**config.mk**
```make
export PLATFORM = sky130hd
export DESIGN_NAME = dual_thread_queue
export DESIGN_NICKNAME = d
export VERILOG_FILES = /design/src/rtl/dtq_pkg.sv /design/src/rtl/dtq_ctrl.sv /design/src/rtl/dtq_datapath.sv /design/src/rtl/dual_thread_queue.sv
export SDC_FILE = /design/constraint.sdc
export NUM_CORES = 1
export LEC_CHECK = 0
export BUFFER_PORTS_ARGS = -buffer_cell sky130_fd_sc_hd__clkbuf_2
export CORE_ASPECT_RATIO = 0.8
export CORE_MARGIN = 2
export CORE_UTILIZATION = 55
export DETAILED_ROUTE_END_ITERATION = 8
export MAX_ROUTING_LAYER = met4
export PLACE_DENSITY = 0.73
export SYNTH_ARGS = -nofsm -noshare
export SYNTH_HDL_FRONTEND = slang
export SYNTH_SLANG_ARGS = --single-unit
```
**constraint.sdc**
```tcl
create_clock -name clk -period 7.86 [get_ports clk]
set_input_delay 1.179 -clock clk [delete_from_list [all_inputs] [get_ports clk]]
set_output_delay 1.179 -clock clk [all_outputs]
set_load 0.01 [all_outputs]
```
**src/rtl/dtq_pkg.sv**
```systemverilog
package dtq_pkg;

  typedef enum logic [1:0] {
    MODE_NONE  = 2'b00,
    MODE_ONLY0 = 2'b01,
    MODE_ONLY1 = 2'b10,
    MODE_BOTH  = 2'b11
  } mode_e;

  // strobes from control to datapath, bit N belongs to thread N
  typedef struct packed {
    logic [1:0] pushEn;
    logic [1:0] popEn;
  } dtq_strobe_t;

endpackage

```
**src/rtl/dtq_ctrl.sv**
```systemverilog
module dtq_ctrl
  import dtq_pkg::*;
#(
  parameter int DEPTH = 8,
  localparam int CNT_W = $clog2(DEPTH + 1)
) (
  input  logic             clk,
  input  logic             rstN,
  input  logic [1:0]       push,
  input  logic [1:0]       pop,
  input  logic [1:0]       halt,
  input  logic [1:0]       intr,
  input  logic [CNT_W-1:0] occ [2],
  output dtq_strobe_t      strobe,
  output logic [1:0]       full,
  output mode_e            mode,
  output logic             lowPower
);

  localparam logic [CNT_W-1:0] POOL_C = CNT_W'(DEPTH);
  localparam logic [CNT_W-1:0] HALF_C = CNT_W'(DEPTH / 2);

  logic [1:0] activeQ;

  // active vector: halts clear bits, interrupts set them and win ties
  always_ff @(posedge clk) begin
    if (!rstN) activeQ <= 2'b11;
    else       activeQ <= (activeQ & ~halt) | intr;
  end

  assign mode     = mode_e'(activeQ);
  assign lowPower = (activeQ == 2'b00);

  for (genvar t = 0; t < 2; t++) begin : g_thread
    localparam int OTHER = 1 - t;
    logic [CNT_W-1:0] share;
    logic [CNT_W-1:0] room;
    logic [CNT_W-1:0] limit;

    always_comb begin
      if (activeQ == 2'b11)  share = HALF_C;
      else if (activeQ[t])   share = POOL_C;
      else                   share = '0;
      room  = POOL_C - occ[OTHER];
      limit = (share < room) ? share : room;
    end

    assign full[t]          = (occ[t] >= limit);
    assign strobe.pushEn[t] = push[t] & ~full[t];
    assign strobe.popEn[t]  = pop[t] & (occ[t] != '0);
  end

endmodule

```
**src/rtl/dtq_datapath.sv**
```systemverilog
module dtq_datapath
  import dtq_pkg::*;
#(
  parameter int DATA_W = 8,
  parameter int DEPTH  = 8,
  localparam int CNT_W = $clog2(DEPTH + 1),
  localparam int PTR_W = (DEPTH > 1) ? $clog2(DEPTH) : 1
) (
  input  logic              clk,
  input  logic              rstN,
  input  dtq_strobe_t       strobe,
  input  logic [DATA_W-1:0] wrData [2],
  output logic [DATA_W-1:0] rdData [2],
  output logic [CNT_W-1:0]  occ [2],
  output logic [1:0]        valid
);

  localparam logic [PTR_W-1:0] LAST_C = PTR_W'(DEPTH - 1);

  // every thread owns a ring large enough for the whole pool;
  // the control caps keep the sum within DEPTH
  for (genvar t = 0; t < 2; t++) begin : g_ring
    logic [DATA_W-1:0] slots [DEPTH];
    logic [PTR_W-1:0]  wrPtr;
    logic [PTR_W-1:0]  rdPtr;
    logic [CNT_W-1:0]  count;

    always_ff @(posedge clk) begin
      if (strobe.pushEn[t]) slots[wrPtr] <= wrData[t];
    end

    always_ff @(posedge clk) begin
      if (!rstN) begin
        wrPtr <= '0;
        rdPtr <= '0;
        count <= '0;
      end else begin
        if (strobe.pushEn[t]) wrPtr <= (wrPtr == LAST_C) ? '0 : wrPtr + 1'b1;
        if (strobe.popEn[t])  rdPtr <= (rdPtr == LAST_C) ? '0 : rdPtr + 1'b1;
        count <= count + CNT_W'(strobe.pushEn[t]) - CNT_W'(strobe.popEn[t]);
      end
    end

    assign rdData[t] = slots[rdPtr];
    assign occ[t]    = count;
    assign valid[t]  = (count != '0);
  end

endmodule

```
**src/rtl/dual_thread_queue.sv**
```systemverilog
module dual_thread_queue
  import dtq_pkg::*;
#(
  parameter int DATA_W = 8,
  parameter int DEPTH  = 8,
  localparam int CNT_W = $clog2(DEPTH + 1)
) (
  input  logic              clk,
  input  logic              rstN,
  input  logic [1:0]        push,
  input  logic [DATA_W-1:0] wrData0,
  input  logic [DATA_W-1:0] wrData1,
  input  logic [1:0]        pop,
  input  logic [1:0]        halt,
  input  logic [1:0]        intr,
  output logic [DATA_W-1:0] rdData0,
  output logic [DATA_W-1:0] rdData1,
  output logic [1:0]        valid,
  output logic [1:0]        full,
  output logic [1:0]        mode,
  output logic              lowPower
);

  dtq_strobe_t       strobe;
  mode_e             modeInt;
  logic [CNT_W-1:0]  occ [2];
  logic [DATA_W-1:0] wrVec [2];
  logic [DATA_W-1:0] rdVec [2];

  assign wrVec[0] = wrData0;
  assign wrVec[1] = wrData1;
  assign rdData0  = rdVec[0];
  assign rdData1  = rdVec[1];
  assign mode     = modeInt;

  dtq_ctrl #(.DEPTH(DEPTH)) u_ctrl (
    .clk      (clk),
    .rstN     (rstN),
    .push     (push),
    .pop      (pop),
    .halt     (halt),
    .intr     (intr),
    .occ      (occ),
    .strobe   (strobe),
    .full     (full),
    .mode     (modeInt),
    .lowPower (lowPower)
  );

  dtq_datapath #(.DATA_W(DATA_W), .DEPTH(DEPTH)) u_dp (
    .clk    (clk),
    .rstN   (rstN),
    .strobe (strobe),
    .wrData (wrVec),
    .rdData (rdVec),
    .occ    (occ),
    .valid  (valid)
  );

endmodule

```
# After elaboration in Yosys (flattened, before gate mapping)
# Memory sizes are Yosys's and may differ from the RTL's. A register that Yosys moved wholly into a read port is not among the register bits.
# Cells that the tools add are included.
# op_classes
n_addsub,10
magnitude_cmp,4
eq_ne,5
muxes,18
n_bitwise,9
reduce_logical,3
# ops
cell,count
2-to-1 mux 3 bit,8
2-to-1 mux 4 bit,6
"adder 3 x 1 -> 3 bit, second input constant",4
"== test 3 bit, second input constant",4
adder 4 x 1 -> 4 bit,2
>= comparator 4 bit,2
< comparator 4 bit,2
nonzero test 4 bit,2
subtractor 4 x 1 -> 4 bit,2
"subtractor 4 bit, first input constant",2
bitwise AND 1 bit,4
2-to-1 mux 1 bit,4
bitwise AND 2 bit,1
"== test 2 bit, second input constant",1
logical NOT 2 bit,1
inverter 1 bit,2
inverter 2 bit,1
bitwise OR 2 bit,1
# totals
reg_bits,22
ram_bits,128
output_inout_bits,23
memories,2
# memory_table
memory,depth,width,read_ports,rd_clocked_by_memory_dff,write_ports,line_no,source
u_dp.g_ring[0].slots,8,8,1,1,1,dtq_datapath.sv:23,logic [DATA_W-1:0] slots [DEPTH];
u_dp.g_ring[1].slots,8,8,1,1,1,dtq_datapath.sv:23,

# Depth between registers and ports, before layout
# Gate-level depths: netlist of run 1.
# depth
ltp_word,9
mapped_depth,18
ltp_nobuf,17

# Modules after synthesis
# A second synthesis of run 1 with hierarchy kept.
# hier_totals
hier_cells,411
area_unflattened_um2,6906.6
# by_module_without_submodules
module,instances,cells_per_inst,area_each_um2,seq_area_each_um2
dtq_datapath,1,328,6252.2,4364.2
dtq_ctrl,1,83,654.4,40.0

# Least setup slack after synthesis of run 1
# No wires, ideal clock.
# synth_timing
path_kind,register to output
start,register u_dp.g_ring[0].count[1]
end,output port full[1]
arrival_ps,2478
t_required_ps,6681
setup_slack_ps,4203
path_stages_with_launch,11
n_path_buf,0
path_cell_list,dfxtp_1 > inv_1 > ha_1 > xor2_1 > ha_1 > a21oi_1 > o21bai_1 > mux2_2 > ha_1 > o211ai_1 > o21ai_1
# synth_between
elab_chain_cells,4
# synth_rtl
item,line_no,source
from (decl),dtq_datapath.sv:26,logic [CNT_W-1:0] count;
from (signal assigned),dtq_datapath.sv:40,count <= count + CNT_W'(strobe.pushEn[t]) - CNT_W'(strobe.popEn[t]);
subtractor 4 bit (*),dtq_ctrl.sv:44,room = POOL_C - occ[OTHER];
< comparator 4 bit,dtq_ctrl.sv:45,limit = (share < room) ? share : room;
2-to-1 mux 4 bit (*),dtq_ctrl.sv:45,
>= comparator 4 bit (*),dtq_ctrl.sv:48,assign full[t] = (occ[t] >= limit);
to (decl),dual_thread_queue.sv:19,"output logic [1:0] full,"
# Every way passes the cells marked *; elsewhere a longest branch is shown, timed or not.

# Worst setup path after layout of run 1
# Same ends and word-level chain as after synthesis.

==> impl_metrics.toml, run 1 <==
[status]
status = "completed"

[placed_design]
dpl-instance-area_sq_um = 7210
dp.cells = 594
gp_congestion = 0.764
pre_cts_ws_ns = 3.84
port_buffers = 48
hpwl_um = 7350

[clock_tree]
cts.repair.resized = 0
cts_tree = "built"
cts_sinks = 156
post_cts_buffers = 0
clk_path_buf_depth = 2
numCtsBuffers = 17
htreeDepth = 4
root_buffer = "clkbuf_16"
insertion_delay_ns = 0.42
path_clk_slew_ns = 0.06
ctsHoldBuffers = 0

[logic_synthesis]
ys_ff_latch = 156
synthesis.area_sq_um = 6790
synthTopCellsByArea = "edfxtp_1, mux4_1, dfxtp_1, ha_1, mux2_2"
ys_types = 37
syn-instance-count = 397
yosys_warnings = 0
async_flop_share = 0
ys_seq_area_frac = 0.648
synth_edf_count = 128
yosys_most_used_dff = "edfxtp_1"
synth_nets = 461
synth_area_leader_cell = "edfxtp_1"
yosysTopAreaCellShare = 0.566
synth_area_per_cell_sq_um = 17.1

[job]
drv_cap = 0

[drt]
highest_layer = "met4"
avgRoutedWirePerCell_um = 18.1
drc_errors = 0
finalWirelength_um = 11300
wl_met3_um = 422
first_pass_iters = 4
vias = 3487
m1WireLength_um = 5320
met2_length_um = 5460
ant_nets = 0
drt-initial-drc-count = 156
detail_route.vias_per_cell = 5.57

[floorplan]
fp-row-count = 36
die-area_sq_um = 13300
start_util = 0.561
die_y_um = 103
io_pins = 49
die_w_um = 128
design.core.area_sq_um = 12100

[hold_path]
holdCritStartpoint = "u_dp.g_ring[1].wrPtr[2]"
worst_hold_path_type = "flop to flop"
min_to = "u_dp.g_ring[1].wrPtr[2]"
hold-path-cell-count = 2

[power_and_ir_drop]
totalPowerFinal_mw = 2.63
powerDensity_nw_per_um2 = 337
leakage_nw = 2.88
peakVddDrop_mv = 0.204

[global_routing]
grt_pass1_vias = 3334
grt_max_degree = 29
grt_usage = 0.190
antenna_found_initial = 0
grt_pass1_wl_um = 17600
gr-total-overflow = 0

[layout]
layoutNonFillerInstCount = 626
final_area_sq_um = 7790
final_cell_mix = "edfxtp_1, clkbuf_2, ha_1"
antenna_cells = 0
drive_above_1_share = 0.236
area_delta_synth_final_pct = 14.8
nets = 525
fillerInstances = 850
final_common_cell = "edfxtp_1"

[sta]
maxSlewViolCount = 0
timing.fmax_mhz = 224
hold_viol_final = 0
setup_slack_ns = 3.39
skew_ns = 0.00674
rsz0062_at_grt = "no"
slew_headroom = 0.375
worstMarginPinSlew_ns = 0.934
fin_crit_ns = 4.47
period_share = 0.569
setup_tns_ns = 0
setup_violations = 0

[setup_path]
crit_slowest_cell = "o21ai_1"
startpoint_type = "flop"
timing.rr.end = "u_dp.g_ring[0].count[2]"
end_kind = "primary output"
cpMostUsedCell = "ha_1"
reg2reg_slack_ns = 4.16
ff2ff_path_depth = 15
cp_data_arrival_time_ns = 3.29
crit_chain = "inv_1 > ha_1 > xor2_1 > ha_1 > a21oi_1 > o21bai_1 > mux2_2 > ha_1 > o211ai_1 > o21ai_1 > clkbuf_2"
cp_max_fo = 9
worstSetupPathType = "flop to primary output"
cp.required_ns = 6.68
rr_startpoint = "u_dp.g_ring[1].count[1]"
slowest_delay_ns = 0.47
==> cells by family (layout without fill, tap and decap cells) <==
kind of cell | count (synthesis) | count (layout) | synth area share
DFF | 156 | 156 | 0.648
and+or+nand+nor | 79 | 79 | 0.0597
muxes | 55 | 55 | 0.159
adders and majority gates | 38 | 38 | 0.0722
buffers and inverters | 37 | 114 | 0.0278
AOI/OAI and AO/OA | 24 | 24 | 0.0221
xor gates and xnor gates | 8 | 8 | 0.0103
==> flip-flops by register name (all words and copies together) (netlist names), named ones only <==
name               count
u_ctrl.mode            2
u_dp.g_ring.count      8
u_dp.g_ring.rdPtr      6
u_dp.g_ring.slots    128
u_dp.g_ring.wrPtr      6
==> cell type report <==
type	instances	area, sq um	share of cell area
Timing Repair Buffer	60	330	0.0424
Inverter	22	82.6	0.0106
Clock inverter	13	155	0.0199
Multi-Input combinational cell	204	2200	0.282
Tap cell	152	190	0.0244
Sequential cell	156	4400	0.565
Clock buffer	19	433	0.0555
==> synthesized netlist by cell type, drive strengths merged (7+ instances only) <==
cell	n
ha	36
clkbuf	7
mux4	32
edfxtp	128
buf	8
mux2	18
nor3	10
nand2	23
dfxtp	28
a21oi	8
and2	9
inv	22
nor2	10
==> worst max-delay path by stage <==
stage	start	to	depth (start not counted)
global route	u_dp.g_ring[0].count[1]	full[1]	11
global placement	u_dp.g_ring[0].count[1]	full[1]	11
detailed placement	u_dp.g_ring[0].count[1]	full[1]	11
finish	u_dp.g_ring[0].count[1]	full[1]	11
floorplan	u_dp.g_ring[0].count[1]	full[1]	10
CTS	u_dp.g_ring[0].count[1]	full[1]	11
==> per-layer routing <==
layer	vias to the layer above	GRT usage
met3	9	0.0535
met2	71	0.296
met5	-	-
li1	1681	-
met4	0	0.0583
met1	1726	0.247
==> through the flow <==
stage / hold slack [ns] / utilization
2_1_floorplan: 0.461 / -
3_3_place_gp: 0.483 / 0.595
3_5_place_dp: 0.489 / 0.595
4_1_cts: 0.496 / 0.643
5_1_grt: 0.538 / 0.643
6_report: 0.498 / 0.643
==> worst max-delay path: cells and delay by family, from the launching register on <==
kind	cells	cell delay [ns]
fa+ha+maj	3	0.80
flops	1	0.36
mux	1	0.36
compound gates	4	0.81
xor+xnor	1	0.18
buf+inv	2	0.35
==> report_power, final <==
part	internal (mW)	total [mW]	switching, mW
combinational	0.365	0.748	0.382
clock	0.476	0.804	0.328
sequential	0.996	1.07	0.0786
total	1.84	2.63	0.789
(Power assumes the default switching activity.)
==> run 2: changes to the inputs <==
--- a/config.mk
+++ b/config.mk
@@ -8,10 +8,10 @@
 export BUFFER_PORTS_ARGS = -buffer_cell sky130_fd_sc_hd__clkbuf_2
 export CORE_ASPECT_RATIO = 0.8
 export CORE_MARGIN = 2
-export CORE_UTILIZATION = 55
+export CORE_UTILIZATION = 54
 export DETAILED_ROUTE_END_ITERATION = 8
 export MAX_ROUTING_LAYER = met4
-export PLACE_DENSITY = 0.73
+export PLACE_DENSITY = 0.74
 export SYNTH_ARGS = -nofsm -noshare
 export SYNTH_HDL_FRONTEND = slang
 export SYNTH_SLANG_ARGS = --single-unit
==> constraint.sdc (replaced) <==
create_clock -name clk -period 3.85 [get_ports clk]
set_input_delay 0.5775 -clock clk [delete_from_list [all_inputs] [get_ports clk]]
set_output_delay 0.5775 -clock clk [all_outputs]
set_load 0.01 [all_outputs]
==> run 2 against run 1 <==
  * Wire length rose by 5.3%
  * Largest cell class unchanged
  * Design area up 1.2%
  * Die area up 1.8%
  * First-iteration DRC count grew 18%
  * Setup slack lost 3.2 ns
  * Worst hold slack lost 0.16 ns
  * Critical path depth up 1
  * Global-route usage rose by 0.62 points
  * Sequential power increased by 110%
  * Clock power increased by 110%
  * Power increased by 110%
  * Clock skew rose by 0.0060 ns
==> impl_metrics.toml, run 2 (synthesis gave the netlist of run 1 again) <==
[clock_tree]
cts_tree = "built"
root_buffer = "clkbuf_16"
insertion_delay_ns = 0.43
ctsHoldBuffers = 0
clk_path_buf_depth = 2
numCtsBuffers = 17
path_clk_slew_ns = 0.06
cts_sinks = 156
htreeDepth = 4

[setup_path]
crit_slowest_cell = "dfxtp_2"
cpMostUsedCell = "ha_1"
startpoint_type = "flop"
reg2reg_slack_ns = 0.26
worstSetupPathType = "flop to primary output"
cp_data_arrival_time_ns = 3.09
end_kind = "primary output"
cp.required_ns = 3.27
crit_chain = "inv_1 > ha_1 > xor2_1 > ha_1 > a21oi_1 > o21bai_1 > mux2_2 > ha_1 > o211ai_1 > o21a_1 > inv_1 > clkbuf_2"
slowest_delay_ns = 0.38
cp_max_fo = 5

[drt]
first_pass_iters = 4
highest_layer = "met4"
vias = 3527
avgRoutedWirePerCell_um = 18.3
m1WireLength_um = 5430
detail_route.vias_per_cell = 5.43
drt-initial-drc-count = 184
wl_met3_um = 542
met2_length_um = 5710
finalWirelength_um = 11900
ant_nets = 0
drc_errors = 0

[layout]
largest_reg_flops = 128
largest-register = "u_dp.g_ring.slots"
multi_input_area_sq_um = 2220
final_common_cell = "edfxtp_1"
area_delta_synth_final_pct = 16.1
nets = 530
final_cell_mix = "edfxtp_1, clkbuf_2, ha_1"
fillerInstances = 830
drive_above_1_share = 0.253
antenna_cells = 0
utilization = 0.646
ff_latch_area_sq_um = 4410
reg_top3 = "u_dp.g_ring.slots x128, u_dp.g_ring.count x8"

[power_and_ir_drop]
comb_power_share = 0.296
netSwitchingPower_mw = 1.66
peakVddDrop_mv = 0.407
pwr-share-clk = 0.302
seqPwrFrac = 0.403
p_int_mw = 3.80
sw_frac_of_total = 0.304
powerDensity_nw_per_um2 = 692
leakage_nw = 2.91

[sta]
fin_crit_ns = 3.67
timing.fmax_mhz = 273
rsz0062_at_grt = "no"
hold_viol_final = 0
setup_tns_ns = 0
slew_headroom = 0.381
skew_ns = 0.0127
worstMarginPinSlew_ns = 0.928
fin_hold_ws_ns = 0.337
maxSlewViolCount = 0
setup_violations = 0
period_share = 0.952

[global_routing]
grt_pass1_vias = 3539
grt_max_degree = 29
grt_usage = 0.196
antenna_found_initial = 0
grt_pass1_wl_um = 18800
gr-total-overflow = 0

[floorplan]
die_w_um = 129
start_util = 0.556
design.core.area_sq_um = 12200
io_pins = 49
die-area_sq_um = 13500
die_y_um = 104
fp-row-count = 36

[job]
drv_cap = 0

[placed_design]
hpwl_um = 7560
gp_congestion = 0.813
port_buffers = 48

[status]
status = "completed"

[hold_path]
worst_hold_path_type = "input port to flop"
==> run 2: what timing repair did <==
item | 4_1_cts | 5_1_grt
endpoints found under the setup margin | 1 | 3
pin swaps | 0 | 2
buffers inserted | 0 | 1
resized for setup | 1 | 4
==> run 2: final timing paths <==
kind,cells after the start,endpoint,start
max reg2reg,15,u_dp.g_ring[0].count[2],u_dp.g_ring[1].count[1]
min,2,u_ctrl.mode[1],intr[1]
max,12,full[0],u_dp.g_ring[1].count[1]
min reg2reg,2,u_dp.g_ring[1].wrPtr[2],u_dp.g_ring[1].wrPtr[2]
==> run 2: critical path, delay by kind of cell, from the launching register on <==
family                   cells  cell delay (ns)
adder cells (fa/ha/maj)      3             0.80
AO/OA/AOI/OAI                4             0.55
buffers and inverters        3             0.40
flip-flops                   1             0.38
multiplexers                 1             0.36
XOR/XNOR                     1             0.19
==> run 2: cell type report <==
cell class | count | area share
clock buffer | 18 | 0.0544
tap | 171 | 0.0271
clock inverter | 14 | 0.0208
multi-input combinational | 204 | 0.282
timing repair buffer | 65 | 0.0467
sequential | 156 | 0.559
inverter | 22 | 0.0105
==> run 2: metal layers <==
layer,GRT usage,up-vias
met5,-,-
met1,0.266,1738
met3,0.0484,18
met2,0.283,88
met4,0.0854,0
li1,-,1683
==> run 2: power groups by stage <==
stage | clock network, mW | registers [mW] | logic [mW]
finish | 1.65 | 2.20 | 1.61
global route | 1.75 | 2.22 | 1.79
CTS | 1.68 | 2.20 | 1.58
detailed placement | 0 | 2.23 | 1.55
global placement | 0 | 2.22 | 1.50
floorplan | 0 | 2.13 | 1.20
==> run 2: stage by stage <==
step           std cells  power, mW  worst slack [ns]  instance area, sq um
2_1_floorplan        397       3.33             0.266                  6790
5_1_grt              650       5.76            0.0126                  7880
3_5_place_dp         617       3.78             0.219                  7260
6_report             650       5.46             0.183                  7880
4_1_cts              649       5.45            0.0603                  7860
3_3_place_gp         617       3.72             0.326                  7260
==> run 3: changes to the inputs <==
--- a/config.mk
+++ b/config.mk
@@ -8,10 +8,10 @@
 export BUFFER_PORTS_ARGS = -buffer_cell sky130_fd_sc_hd__clkbuf_2
 export CORE_ASPECT_RATIO = 0.8
 export CORE_MARGIN = 2
-export CORE_UTILIZATION = 54
+export CORE_UTILIZATION = 55
 export DETAILED_ROUTE_END_ITERATION = 8
 export MAX_ROUTING_LAYER = met4
-export PLACE_DENSITY = 0.74
+export PLACE_DENSITY = 0.73
 export SYNTH_ARGS = -nofsm -noshare
 export SYNTH_HDL_FRONTEND = slang
 export SYNTH_SLANG_ARGS = --single-unit
==> constraint.sdc (replaced) <==
create_clock -name clk -period 3.9 [get_ports clk]
set_input_delay 0.585 -clock clk [delete_from_list [all_inputs] [get_ports clk]]
set_output_delay 0.585 -clock clk [all_outputs]
set_load 0.01 [all_outputs]
==> run 3 against run 2 <==
  * Non-clock buffer count shrank 1
  * Clock skew fell by 0.0023 ns
  * Sequential share of layout area up 0.42 points
  * Design area fell by 0.75%
  * Power is 3.5% lower
  * First-iteration DRC count up 18%
  * Clock power shrank 5%
  * Wire length decreased by 3.0%
  * Worst hold slack better by 0.011 ns
  * Sequential power about the same
==> impl_metrics.toml, run 3 (synthesis gave the netlist of run 1 again) <==
[clock_tree]
htreeDepth = 4
cts_sinks = 156
numCtsBuffers = 17
post_cts_buffers = 0
clk_path_buf_depth = 2
insertion_delay_ns = 0.42
cts_tree = "built"
root_buffer = "clkbuf_16"
path_clk_slew_ns = 0.06

[layout]
reg_top3 = "u_dp.g_ring.slots x128, u_dp.g_ring.count x8"
drive_above_1_share = 0.251
largest_reg_flops = 128
area_delta_synth_final_pct = 15.2
utilization = 0.646
largest-register = "u_dp.g_ring.slots"
antenna_cells = 0
multi_input_area_sq_um = 2210
final_common_cell = "edfxtp_1"
final_area_sq_um = 7830
nets = 529
ff_latch_area_sq_um = 4410
fillerInstances = 809
final_cell_mix = "edfxtp_1, clkbuf_2, ha_1"
layoutNonFillerInstCount = 630

[sta]
slew_headroom = 0.369
setup_slack_ns = 0.194
skew_ns = 0.0105
worstMarginPinSlew_ns = 0.945
setup_violations = 0
timing.fmax_mhz = 270
hold_viol_final = 0
maxSlewViolCount = 0
fin_crit_ns = 3.71
rsz0062_at_grt = "yes"
period_share = 0.950
setup_tns_ns = 0

[setup_path]
cpMostUsedCell = "ha_1"
path_buf_inv = 2
slowest_delay_ns = 0.38
worst_path_dominant_cell_family = "adder cells"
cp.required_ns = 4.21
worstSetupPathType = "flop to flop"
end_kind = "flop"
startpoint_type = "flop"
crit_slowest_cell = "fa_1"
crit_chain = "inv_1 > ha_1 > xor2_1 > ha_1 > a21oi_1 > o21bai_1 > mux2_2 > ha_1 > a21oi_1 > o211a_1 > ha_1 > inv_1 > fa_1 > xor2_1 > and2_1"
cp_data_arrival_time_ns = 4.02
cp_max_fo = 7

[drt]
vias = 3503
ant_nets = 0
drc_errors = 0
detail_route.vias_per_cell = 5.56
avgRoutedWirePerCell_um = 18.3
drt-initial-drc-count = 218
first_pass_iters = 4
finalWirelength_um = 11600

[power_and_ir_drop]
peakVddDrop_mv = 0.457
powerDensity_nw_per_um2 = 673
leakage_nw = 2.90

[placed_design]
port_buffers = 48
dp.cells = 598
gp_congestion = 0.844
pre_cts_ws_ns = 0.265
hpwl_um = 7430
dpl-instance-area_sq_um = 7240

[floorplan]
fp-row-count = 36
start_util = 0.561
die-area_sq_um = 13300
die_w_um = 128
io_pins = 49
die_y_um = 103
design.core.area_sq_um = 12100

[global_routing]
gr-total-overflow = 0
grt_pass1_vias = 3450
grt_max_degree = 29
grt_pass1_wl_um = 18100
grt_usage = 0.196
antenna_found_initial = 0

[hold_path]
worst_hold_path_type = "input port to flop"

[status]
status = "completed"

[job]
drv_cap = 0
[run 3: per-stage QoR]
stage	hold slack (ns)	power, mW
finish	0.348	5.27
floorplan	0.461	3.29
CTS	0.332	5.30
global route	0.356	5.60
global placement	0.483	3.67
detailed placement	0.506	3.71
[run 3: power by group]
part	leakage, nW	switching, mW	internal, mW
Combinational	1.23	0.786	0.747
Clock	0.282	0.715	0.851
Sequential	1.39	0.159	2.01
[run 3: layer usage]
| layer | share of wire | GRT usage | up-vias | wire length, um |
|---|---|---|---|---|
| met3 | 0.047 | 0.0581 | 5 | 545 |
| met5 | 0 | - | - | 0 |
| met2 | 0.48 | 0.297 | 69 | 5510 |
| li1 | - | - | 1687 | - |
| met1 | 0.47 | 0.260 | 1742 | 5420 |
| met4 | 0.0066 | 0.0609 | 0 | 76 |
[run 3: repair_timing]
| action | in CTS | in global routing |
|---|---|---|
| hold buffers | 0 | 0 |
| resized for setup | 1 | 2 |
| endpoints found under the setup margin | 1 | 3 |
[run 3: area by class of cell]
type / count / share of cell area
flip-flops and latches: 156 / 0.563
clock buffers: 17 / 0.0544
inverters: 22 / 0.0106
well taps: 152 / 0.0243
repair buffers: 64 / 0.0461
clock inverters: 15 / 0.0193
multi-input cells: 204 / 0.282
[run 3: final timing paths]
path / from / depth (start not counted) / endpoint / slack [ns]
setup / recovery: u_dp.g_ring[0].count[1] / 15 / u_dp.g_ring[1].count[2] / 0.19
hold reg to reg: u_dp.g_ring[1].wrPtr[2] / 2 / u_dp.g_ring[1].wrPtr[2] / 0.51
hold / removal: intr[0] / 2 / u_ctrl.mode[0] / 0.35
setup reg to reg: u_dp.g_ring[0].count[1] / 15 / u_dp.g_ring[1].count[2] / 0.19
